--- config.mk ---
export PLATFORM = sky130hd
export DESIGN_NAME = hyp_maint_ctrl
export DESIGN_NICKNAME = d
export VERILOG_FILES = /design/src/rtl/hmic_pkg.sv /design/src/rtl/hmic_lr_status.sv /design/src/rtl/hmic_bank.sv /design/src/rtl/hyp_maint_ctrl.sv
export SDC_FILE = /design/constraint.sdc
export NUM_CORES = 1
export LEC_CHECK = 0
export BUFFER_PORTS_ARGS = -buffer_cell sky130_fd_sc_hd__buf_2
export CAP_MARGIN = 15
export CORE_ASPECT_RATIO = 0.5
export CORE_MARGIN = 2
export CORE_UTILIZATION = 35
export CTS_BUF_LIST = sky130_fd_sc_hd__clkbuf_4 sky130_fd_sc_hd__clkbuf_8
export DETAILED_ROUTE_END_ITERATION = 12
export HOLD_SLACK_MARGIN = 0.12
export PLACE_DENSITY = 0.48
export RECOVER_POWER = 25
export SETUP_SLACK_MARGIN = 0.5
export SLEW_MARGIN = 10
export SYNTH_ARGS = -nofsm -noshare
export SYNTH_HDL_FRONTEND = slang
export SYNTH_SLANG_ARGS = --single-unit
export TNS_END_PERCENT = 100
--- constraint.sdc ---
create_clock -name clk_i -period 7 [get_ports clk_i]
set_input_delay 1.4 -clock clk_i [delete_from_list [all_inputs] [get_ports clk_i]]
set_output_delay 1.4 -clock clk_i [all_outputs]
set_load 0.02 [all_outputs]
--- src/rtl/hmic_pkg.sv ---
package hmic_pkg;

   localparam int unsigned DATA_W = 32;
   localparam int unsigned OFF_W  = 9;

   // register offsets inside one bank
   localparam logic [OFF_W-1:0] OFF_CTRL  = 9'h000;
   localparam logic [OFF_W-1:0] OFF_TYPE  = 9'h004;
   localparam logic [OFF_W-1:0] OFF_VMCTL = 9'h008;
   localparam logic [OFF_W-1:0] OFF_MSTAT = 9'h010;
   localparam logic [OFF_W-1:0] OFF_EOIBM = 9'h020;
   localparam logic [OFF_W-1:0] OFF_EMPTY = 9'h030;
   localparam logic [OFF_W-1:0] OFF_APRIO = 9'h0F0;

   // control word: enables [7:0], EOI count [31:27]
   localparam logic [DATA_W-1:0] CTRL_MASK = 32'hF800_00FF;
   localparam int unsigned CTRL_EN      = 0;
   localparam int unsigned CTRL_UNDER   = 1;
   localparam int unsigned CTRL_NOTPRES = 2;
   localparam int unsigned CTRL_NOPEND  = 3;
   localparam int unsigned CTRL_G0ON    = 4;
   localparam int unsigned CTRL_G0OFF   = 5;
   localparam int unsigned CTRL_G1ON    = 6;
   localparam int unsigned CTRL_G1OFF   = 7;
   localparam int unsigned CTRL_CNT_LSB = 27;

   // VM control word field mask and group enable positions
   localparam logic [DATA_W-1:0] VMCTL_MASK = 32'hF8FC_021F;
   localparam int unsigned VM_G0EN = 0;
   localparam int unsigned VM_G1EN = 1;

   // list register fields
   localparam int unsigned LR_STATE_LSB = 28;
   localparam int unsigned LR_EOIREQ    = 19;

   localparam logic [DATA_W-1:0] TYPE_BASE = 32'h4400_0000;

   typedef enum logic [1:0] {
      LR_INVALID = 2'd0,
      LR_PENDING = 2'd1,
      LR_ACTIVE  = 2'd2,
      LR_PENDACT = 2'd3
   } lr_state_e;

endpackage

--- src/rtl/hmic_lr_status.sv ---
module hmic_lr_status
   import hmic_pkg::*;
#(
   parameter int NUM_LR = 4
) (
   input  logic [NUM_LR-1:0][1:0] state_i,
   input  logic [NUM_LR-1:0]      eoireq_i,
   output logic [NUM_LR-1:0]      empty_o,
   output logic [NUM_LR-1:0]      eoibm_o,
   output logic                   none_pending_o,
   output logic                   few_valid_o
);

   localparam int CNT_W = $clog2(NUM_LR + 1) + 1;

   logic [NUM_LR-1:0] pend;
   logic [NUM_LR-1:0] valid;
   logic [CNT_W-1:0]  valid_cnt;

   for (genvar i = 0; i < NUM_LR; i++) begin : g_entry
      lr_state_e st;
      assign st        = lr_state_e'(state_i[i]);
      assign empty_o[i] = (st == LR_INVALID);
      assign valid[i]   = (st != LR_INVALID);
      assign pend[i]    = (st == LR_PENDING) || (st == LR_PENDACT);
      assign eoibm_o[i] = (st == LR_INVALID) && eoireq_i[i];
   end

   always_comb begin
      valid_cnt = '0;
      for (int i = 0; i < NUM_LR; i++) begin
         valid_cnt = valid_cnt + {{(CNT_W-1){1'b0}}, valid[i]};
      end
   end

   assign none_pending_o = ~|pend;
   assign few_valid_o    = (valid_cnt <= CNT_W'(1));

endmodule

--- src/rtl/hmic_bank.sv ---
module hmic_bank
   import hmic_pkg::*;
#(
   parameter int NUM_LR = 4
) (
   input  logic              clk_i,
   input  logic              rst_ni,
   input  logic              wr_i,
   input  logic [OFF_W-1:0]  off_i,
   input  logic [DATA_W-1:0] wdata_i,
   output logic [DATA_W-1:0] rdata_o,
   output logic              irq_o
);

   localparam logic [DATA_W-1:0] TYPE_VAL = TYPE_BASE | DATA_W'(NUM_LR - 1);

   logic [DATA_W-1:0]             ctrl_q;
   logic [DATA_W-1:0]             vmctl_q;
   logic [NUM_LR-1:0][DATA_W-1:0] lr_q;
   logic                          irq_q;

   logic                          is_lr;
   logic [5:0]                    lr_idx;
   logic [NUM_LR-1:0][1:0]        lr_state;
   logic [NUM_LR-1:0]             lr_eoireq;
   logic [NUM_LR-1:0]             empty_bm;
   logic [NUM_LR-1:0]             eoi_bm;
   logic                          none_pend;
   logic                          few_valid;
   logic [7:0]                    mstat;

   assign lr_idx = off_i[7:2];
   assign is_lr  = off_i[8] && (off_i[1:0] == 2'b00) && ({1'b0, lr_idx} < 7'(NUM_LR));

   // ---------------- storage ----------------
   always_ff @(posedge clk_i) begin
      if (!rst_ni) begin
         ctrl_q  <= '0;
         vmctl_q <= '0;
      end else if (wr_i) begin
         if (off_i == OFF_CTRL)  ctrl_q  <= wdata_i & CTRL_MASK;
         if (off_i == OFF_VMCTL) vmctl_q <= wdata_i & VMCTL_MASK;
      end
   end

   for (genvar i = 0; i < NUM_LR; i++) begin : g_lr
      always_ff @(posedge clk_i) begin
         if (!rst_ni) begin
            lr_q[i] <= '0;
         end else if (wr_i && is_lr && (lr_idx == 6'(i))) begin
            lr_q[i] <= wdata_i;
         end
      end
      assign lr_state[i]  = lr_q[i][LR_STATE_LSB +: 2];
      assign lr_eoireq[i] = lr_q[i][LR_EOIREQ];
   end

   // ---------------- derived list status ----------------
   hmic_lr_status #(
      .NUM_LR (NUM_LR)
   ) i_lr_status (
      .state_i        (lr_state),
      .eoireq_i       (lr_eoireq),
      .empty_o        (empty_bm),
      .eoibm_o        (eoi_bm),
      .none_pending_o (none_pend),
      .few_valid_o    (few_valid)
   );

   // ---------------- maintenance status ----------------
   always_comb begin
      mstat    = '0;
      mstat[7] = ctrl_q[CTRL_G1OFF]   && !vmctl_q[VM_G1EN];
      mstat[6] = ctrl_q[CTRL_G1ON]    &&  vmctl_q[VM_G1EN];
      mstat[5] = ctrl_q[CTRL_G0OFF]   && !vmctl_q[VM_G0EN];
      mstat[4] = ctrl_q[CTRL_G0ON]    &&  vmctl_q[VM_G0EN];
      mstat[3] = ctrl_q[CTRL_NOPEND]  && none_pend;
      mstat[2] = ctrl_q[CTRL_NOTPRES] && (ctrl_q[CTRL_CNT_LSB +: 5] != 5'd0);
      mstat[1] = ctrl_q[CTRL_UNDER]   && few_valid;
      mstat[0] = |eoi_bm;
   end

   always_ff @(posedge clk_i) begin
      if (!rst_ni) irq_q <= 1'b0;
      else         irq_q <= ctrl_q[CTRL_EN] && (mstat != 8'd0);
   end
   assign irq_o = irq_q;

   // ---------------- read decode ----------------
   always_comb begin
      rdata_o = '0;
      case (off_i)
         OFF_CTRL:  rdata_o = ctrl_q;
         OFF_TYPE:  rdata_o = TYPE_VAL;
         OFF_VMCTL: rdata_o = vmctl_q;
         OFF_MSTAT: rdata_o = DATA_W'(mstat);
         OFF_EOIBM: rdata_o = DATA_W'(eoi_bm);
         OFF_EMPTY: rdata_o = DATA_W'(empty_bm);
         default: begin
            for (int i = 0; i < NUM_LR; i++) begin
               if (is_lr && (lr_idx == 6'(i))) rdata_o = lr_q[i];
            end
         end
      endcase
   end

   // ---------------- assertions ----------------

   irq_off_chk: assert property (@(posedge clk_i) disable iff (!rst_ni)
      !ctrl_q[CTRL_EN] |=> !irq_o);

   irq_on_chk: assert property (@(posedge clk_i) disable iff (!rst_ni)
      (ctrl_q[CTRL_EN] && (mstat != 8'd0)) |=> irq_o);

   eoi_subset_chk: assert property (@(posedge clk_i) disable iff (!rst_ni)
      ((eoi_bm & ~empty_bm) == '0));

   empty_count_chk: assert property (@(posedge clk_i) disable iff (!rst_ni)
      few_valid == ($countones(empty_bm) >= NUM_LR - 1));

   eoi_flag_chk: assert property (@(posedge clk_i) disable iff (!rst_ni)
      (eoi_bm != '0) |-> mstat[0]);

   aprio_ignore_chk: assert property (@(posedge clk_i) disable iff (!rst_ni)
      (wr_i && (off_i == OFF_APRIO)) |=> ($stable(ctrl_q) && $stable(vmctl_q) && $stable(lr_q)));

endmodule

--- src/rtl/hyp_maint_ctrl.sv ---
module hyp_maint_ctrl
   import hmic_pkg::*;
#(
   parameter int NUM_CPU = 3,
   parameter int NUM_LR  = 4,
   parameter int BANK_W  = (NUM_CPU > 1) ? $clog2(NUM_CPU) : 1,
   parameter int ADDR_W  = OFF_W + BANK_W
) (
   input  logic              clk_i,
   input  logic              rst_ni,
   input  logic              bus_wr_i,
   input  logic              bus_rd_i,
   input  logic [ADDR_W-1:0] bus_addr_i,
   input  logic [DATA_W-1:0] bus_wdata_i,
   output logic [DATA_W-1:0] bus_rdata_o,
   output logic [NUM_CPU-1:0] maint_irq_o
);

   localparam logic [BANK_W:0] BANK_LIMIT = NUM_CPU[BANK_W:0];
   localparam logic [DATA_W-1:0] TYPE_VAL = TYPE_BASE | DATA_W'(NUM_LR - 1);

   // elaboration-time parameter checks
   if (NUM_CPU < 1 || NUM_CPU > 8) begin : g_bad_cpu
      $error("NUM_CPU must lie in 1..8");
   end
   if (NUM_LR < 1 || NUM_LR > 32) begin : g_bad_lr
      $error("NUM_LR must lie in 1..32");
   end
   if (ADDR_W != OFF_W + BANK_W) begin : g_bad_addr
      $error("ADDR_W must equal register offset width plus BANK_W");
   end

   logic [BANK_W-1:0]              bank_sel;
   logic [OFF_W-1:0]               reg_off;
   logic                           bank_hit;
   logic [NUM_CPU-1:0][DATA_W-1:0] bank_rdata;
   logic [DATA_W-1:0]              rd_mux;
   logic [DATA_W-1:0]              rdata_q;

   assign bank_sel = bus_addr_i[ADDR_W-1:OFF_W];
   assign reg_off  = bus_addr_i[OFF_W-1:0];
   assign bank_hit = {1'b0, bank_sel} < BANK_LIMIT;

   for (genvar c = 0; c < NUM_CPU; c++) begin : g_bank
      hmic_bank #(
         .NUM_LR (NUM_LR)
      ) i_bank (
         .clk_i   (clk_i),
         .rst_ni  (rst_ni),
         .wr_i    (bus_wr_i && bank_hit && (bank_sel == BANK_W'(c))),
         .off_i   (reg_off),
         .wdata_i (bus_wdata_i),
         .rdata_o (bank_rdata[c]),
         .irq_o   (maint_irq_o[c])
      );
   end

   always_comb begin
      rd_mux = '0;
      for (int c = 0; c < NUM_CPU; c++) begin
         if (bank_hit && (bank_sel == BANK_W'(c))) rd_mux = bank_rdata[c];
      end
   end

   always_ff @(posedge clk_i) begin
      if (!rst_ni)       rdata_q <= '0;
      else if (bus_rd_i) rdata_q <= rd_mux;
   end
   assign bus_rdata_o = rdata_q;


   type_read_chk: assert property (@(posedge clk_i) disable iff (!rst_ni)
      (bus_rd_i && bank_hit && (reg_off == OFF_TYPE)) |=> (bus_rdata_o == TYPE_VAL));

   bad_bank_chk: assert property (@(posedge clk_i) disable iff (!rst_ni)
      (bus_rd_i && !bank_hit) |=> (bus_rdata_o == '0));

   hold_rdata_chk: assert property (@(posedge clk_i) disable iff (!rst_ni)
      !bus_rd_i |=> $stable(bus_rdata_o));

endmodule

==> results of run 1 <==
## layout by cell type, fill, tap and decap left out, types with 5 or more instances in the layout
cell / n
clkbuf_1: 44
o22ai_1: 16
a21boi_0: 290
nor2_1: 62
inv_1: 16
o221ai_1: 5
a211oi_1: 9
and3_1: 5
nand3_1: 19
a21boi_1: 184
a32oi_1: 8
mux4_2: 78
a21oi_1: 62
mux2i_1: 38
nor4_1: 8
o211ai_1: 9
a221oi_1: 6
nor2_4: 8
a22oi_1: 16
dfxtp_1: 509
clkbuf_4: 34
nor3_1: 13
buf_2: 42
nand2_1: 1015
nor2b_1: 6
nand4_1: 10
mux2_2: 5
clkbuf_8: 104
o21ai_0: 56
nand2b_1: 12
and2_1: 6
buf_4: 52
o32ai_1: 6
a31oi_1: 9
a32o_1: 9
o31ai_1: 11
a22o_1: 12
## critical path, stage by stage
cell	delay, ns
clkbuf_1	0.91
clkbuf_1	1.07
nand2b_1	0.88
clkbuf_1	0.68
nor2_4	0.57
buf_4	0.50
nand2_1	0.10
a21boi_0	0.15
## power groups by stage
stage / clock (mW) / combinational (mW) / sequential [mW]
floorplan: 0 / 0.211 / 2.98
global placement: 0 / 0.355 / 2.97
detailed placement: 0 / 0.353 / 2.97
CTS: 2.80 / 0.354 / 2.91
global route: 2.94 / 0.378 / 2.91
finish: 2.76 / 0.364 / 2.91
## sequential cells by signal, summed over array words and instances (netlist names)
name and count:
g_bank.i_bank.lr_q 372, g_bank.i_bank.vmctl_q 51, g_bank.i_bank.ctrl_q 39, bus_rdata_o 32, g_bank.i_bank.lr_eoireq 12, g_bank.i_bank.irq_o 3
## worst paths after layout
| path | startpoint | endpoint | slack, ns | cells past startpoint |
|---|---|---|---|---|
| worst min-delay path | g_bank[0].i_bank.lr_q[107]$_SDFFE_PN0P_ | g_bank[0].i_bank.lr_q[107]$_SDFFE_PN0P_ | 0.45 | 2 |
| worst min register to register | g_bank[0].i_bank.lr_q[107]$_SDFFE_PN0P_ | g_bank[0].i_bank.lr_q[107]$_SDFFE_PN0P_ | 0.45 | 2 |
| worst max-delay path | bus_addr_i[10] | g_bank[2].i_bank.lr_q[69]$_SDFFE_PN0P_ | 1.27 | 8 |
| worst max register to register | g_bank[2].i_bank.lr_q[28]$_SDFFE_PN0P_ | bus_rdata_o[1]$_SDFFE_PN0P_ | 4.67 | 8 |
## cells by family (layout without fill, tap and decap cells)
| group | after synthesis | count (layout) | synth area share [%] |
|---|---|---|---|
| compound gates | 733 | 733 | 22.3 |
| fa+ha+maj | 3 | 3 | 0.254 |
| buf+inv | 280 | 300 | 4.80 |
| flops | 509 | 509 | 43.1 |
| mux | 121 | 121 | 9.27 |
| simple gates | 1195 | 1195 | 20.3 |
## layer usage
metal	GRT usage [%]	vias to the layer above	part of all wire, %
met5	0	-	0
met4	6.90	0	2.4
met3	4.29	173	7.8
met2	38.9	826	42
met1	39.9	10500	48
li1	-	9611	-
## final cells by class
cell class | count | area, um^2
Fill cell | 6893 | 40600
Multi-Input combinational cell | 2052 | 12400
Sequential cell | 509 | 10200
Clock buffer | 138 | 1690
Tap cell | 897 | 1120
Timing Repair Buffer | 142 | 808
Inverter | 17 | 63.8
Clock inverter | 3 | 18.8
==> results.md, run 1 <==
- Outcome: complete, but fails checks
- Violated checks: capacitance limit, slew limit
- Crit Path Max Fanout: 24
- Die height: about 190 um
- Vias: ~21k
- Final Cell Area: between 20,000 and 30,000 um^2
- Post-synth EDFFs: 0
- Post-CTS Hold Buffers: 0
- Port buffer count: 81
- Clk pwr share: 45.8%
- Yosys Warn Count: 0
- CP Capture Type: flop
- Leak Pwr: about 8.5 nW
- Vias in the first global route: 19.9k
- Hold Path Class: flop to flop
- Sequential power share: 48.2%
- Initial antenna violation count: 2
- Syn avg cell area: between 8 and 9 um^2
- Critical path data required time: roughly 7.6 ns
- Overall routed net length: between 90,000 and 100,000 um
- Area leader, netlist: dfxtp_1
- Mapped Nets: approximately 2.9k
- Share of layout cells above drive strength 1: approximately an eighth
- First-pass GRT wire length: 137,000 um
- Pre-CTS setup slack: between 1.5 and 2 ns
- Initial DRT Pass Iterations: 7
- 1st-iter DRT viols: 2,271
- Top-count cell post-synth: nand2_1
- Post-layout min period: around 5.7 ns
- Register area share after synthesis: a little over two fifths
- Layout Nets: ~2.9k
- Core Area: 66,900 um^2
- Largest net degree at the start of global routing: just over 200
- Fmax achieved: about 0.17 GHz
- Clock buffer depth: 3
- Worst Max-Slew Pin Slew: between 3 and 4 ns
- Hold slack: between 0.4 and 0.5 ns
- Antenna diode count: 0
- Clock transition at path regs: approximately 0.060 ns
- DP Cell Count: 3,617
- Total power: 6.04 mW
- Comb pwr share: around 6.0%
- Max Slew Vio Count: 247
- RSZ-0062 raised after global routing: false
- Switching Share: ~25%
- Final Setup Violations: 0
- Post-route antenna net violation count: 0
- Post_cts resized: 0
- Setup crit start kind: input pin
- Layout area overhead: 11.2%
- CTS tree: yes
- DIE WIDTH: roughly 370 um
- Cells after synthesis: between 2k and 3k
- Layout Skew: between 0.03 and 0.04 ns
- Cell Area, Synth: ~24,000 um^2
- H-tree depth: 3
- Synth cell count leaders: nand2_1, dfxtp_1, a21boi_0
- Async SR Flop Fraction: 0%
- Die footprint: approximately 70,000 um^2
- DP Area: 24,700 um^2
- Synth Register Bits: approximately 510
- Max_cap viols: 3
- Skew-Pair Late Insertion Delay: between 0.6 and 0.7 ns
- Slew Limit Headroom: -166%
- Synth top area share: approximately 43%
- Primary FF master, synth: dfxtp_1
- Crit path kind: input pin to flop
- Io pins: 82
- Peak supply drop: 99.7 uV
- Final GP Congestion: around 0.89
- DP HPWL: between 50,000 and 60,000 um
- Psw: around 1.5 mW
- Total track usage: between 20% and 30%
- Hold Violations, Final: 0
- Int Pwr: between 4 and 5 mW
- CTS buffer count: 81
- Starting Density: about 35%
- WL/cell: 24.9 um
- FP Rows: 67
- Post-CTS Setup Bufs: 0
- Period utilization: between 80% and 90%
- Pwr per Cell Area: 229 nW/um^2
- Worst setup margin: around 1.3 ns
- Crit path DAT: approximately 6.3 ns
- Total grt overflow: 0
- Setup TNS: 0 ns
- DRC: 0
- Vias per inst: 5.61
- Final cell utilization of the core: 39.3%
- Cell variety after synth: 67
- Clock root buffer: clkbuf_8
- Sink Count: a little over 500
- Top area cells in the synthesized netlist: dfxtp_1, nand2_1, a21boi_0
- Fin cells: approximately 3.8k
Power figures use the tool's default switching activity.
==> run 2: changes to the inputs <==
- clock period: 7 -> 5.6 ns (I/O delays scaled with it)
==> run 2 against run 1 <==
  * The flow still finishes with violations (capacitance limit, slew limit)
  * Wire length rose by 0.28%
  * Utilization rose by 0.090 points
  * Critical path depth did not move
  * Non-clock buffer count rose by 14
  * Flip-flop and latch count did not move
  * Die area did not move
  * Largest power group unchanged
==> results.md, run 2 (synthesized netlist as in run 1, its figures left out) <==
- Outcome: complete, but fails checks
- Violated checks: capacitance limit, slew limit
- Regs by FF count: g_bank.i_bank.lr_q: 372 flops, g_bank.i_bank.vmctl_q: 51 flops, g_bank.i_bank.ctrl_q: 39 flops
- Hold Violations, Final: 0
- Layout area overhead: 11.5%
- CTS tree: yes
- H-tree depth: 3
- Post-CTS Setup Bufs: 0
- Total track usage: 26.7%
- Clock transition at path regs: approximately 0.060 ns
- Layout Skew: 0.0313 ns
- Reg with most FFs: g_bank.i_bank.lr_q
- Period utilization: slightly above 80%
- Vias per inst: 5.58
- Clock root buffer: clkbuf_8
- CTS buffer count: 80
- Largest net degree at the start of global routing: between 100 and 150
- Critical path data required time: 6.21 ns
- WL/cell: 25.0 um
- Peak supply drop: 135 uV
- Post-layout min period: approximately 4.6 ns
- Hold slack: approximately 0.45 ns
- Post-route antenna net violation count: 0
- RSZ-0062 raised after global routing: false
- Sink Count: a little over 500
- Max Slew Vio Count: 20
- Skew-Pair Late Insertion Delay: 0.69 ns
- Met3 wire length: 6670 um
- CP Capture Type: flop
- Layout Nets: around 2.9k
- Vias: between 20k and 25k
- Number of flip-flops in the largest register: ~370
- 1st-iter DRT viols: ~2.1k
- Max_cap viols: 1
- Crit path kind: input pin to flop
- Post-Route M1 WL: around 45,000 um
- Core Area: between 60,000 and 70,000 um^2
- Setup crit start kind: input pin
- Leak Pwr: roughly 8.5 nW
- Total grt overflow: 0
- Final Setup Violations: 0
- Overall routed net length: about 94,000 um
- Initial DRT Pass Iterations: 6
- DP HPWL: a little under 60,000 um
- Pwr per Cell Area: roughly 280 nW/um^2
- Starting Density: ~35%
- Post-CTS Hold Buffers: 0
- Uppermost layer routed: met5
- Setup TNS: 0 ns
- Hold Path Class: flop to flop
- FP Rows: 67
- DP Area: ~25,000 um^2
- DIE WIDTH: ~370 um
- Die footprint: between 60,000 and 70,000 um^2
- DRC: 0
- Commonest non-fill, non-tap cell in the layout: nand2_1
- WL met2: between 30,000 and 40,000 um
- Clock buffer depth: 3
- Vias in the first global route: about 20k
- First-pass GRT wire length: about 140,000 um
- Fmax achieved: ~0.22 GHz
- Share of layout cells above drive strength 1: 12.5%
- Worst Max-Slew Pin Slew: roughly 1.9 ns
- Port buffer count: 81
- Slew Limit Headroom: -25.1%
- Crit path DAT: ~5.2 ns
- Initial antenna violation count: 2
- Io pins: just over 80
- Die height: around 190 um
- Final GP Congestion: approximately 0.95
- Crit Path Max Fanout: 21
- Post_cts resized: 0
- Final Cell Area: ~26,000 um^2
- Most frequent cells in the layout: nand2_1, dfxtp_1, a21boi_0
[run 2: per-stage QoR]
step	util [%]	std cells	setup slack [ns]	power (mW)
2_1_floorplan	-	2841	2.53	3.99
3_3_place_gp	37.2	3630	1.22	4.18
3_5_place_dp	37.2	3630	1.08	4.17
4_1_cts	39.5	3762	1.82	7.44
5_1_grt	39.4	3764	0.835	7.61
6_report	39.4	3765	0.979	7.39
[run 2: final timing paths]
kind,start,endpoint,slack [ns],cells past startpoint
setup / recovery,bus_addr_i[8],g_bank[1].i_bank.lr_q[90]$_SDFFE_PN0P_,0.98,8
hold / removal,bus_rdata_o[27]$_SDFFE_PN0P_,bus_rdata_o[27]$_SDFFE_PN0P_,0.45,2
setup reg to reg,g_bank[1].i_bank.lr_q[28]$_SDFFE_PN0P_,bus_rdata_o[1]$_SDFFE_PN0P_,3.24,8
hold reg to reg,bus_rdata_o[27]$_SDFFE_PN0P_,bus_rdata_o[27]$_SDFFE_PN0P_,0.45,2
[run 2: layout make-up]
| cell class | count | area (um^2) |
|---|---|---|
| Fill cell | 6860 | 40500 |
| Multi-Input combinational cell | 2052 | 12400 |
| Sequential cell | 509 | 10200 |
| Clock buffer | 124 | 1510 |
| Tap cell | 897 | 1120 |
| Timing Repair Buffer | 156 | 981 |
| Clock inverter | 8 | 73.8 |
| Inverter | 17 | 63.8 |
| Antenna cell | 2 | 5.00 |
[run 2: critical path, stage by stage]
cell,delay [ns]
clkbuf_1,0.81
clkinv_1,0.58
nor3_1,0.28
clkbuf_1,0.54
and3_1,1.16
buf_4,0.45
nand2_1,0.09
a21boi_0,0.17
[run 2: metal layers]
metal,track usage [%],up-vias
met4,8.08,2
met5,0,-
met1,40.2,10500
met3,4.59,168
met2,38.6,774
li1,-,9615
[run 2: report_power, final]
part / internal, mW / switching [mW]
logic: 0.136 / 0.326
clock network: 1.74 / 1.55
registers: 3.63 / 0.00693
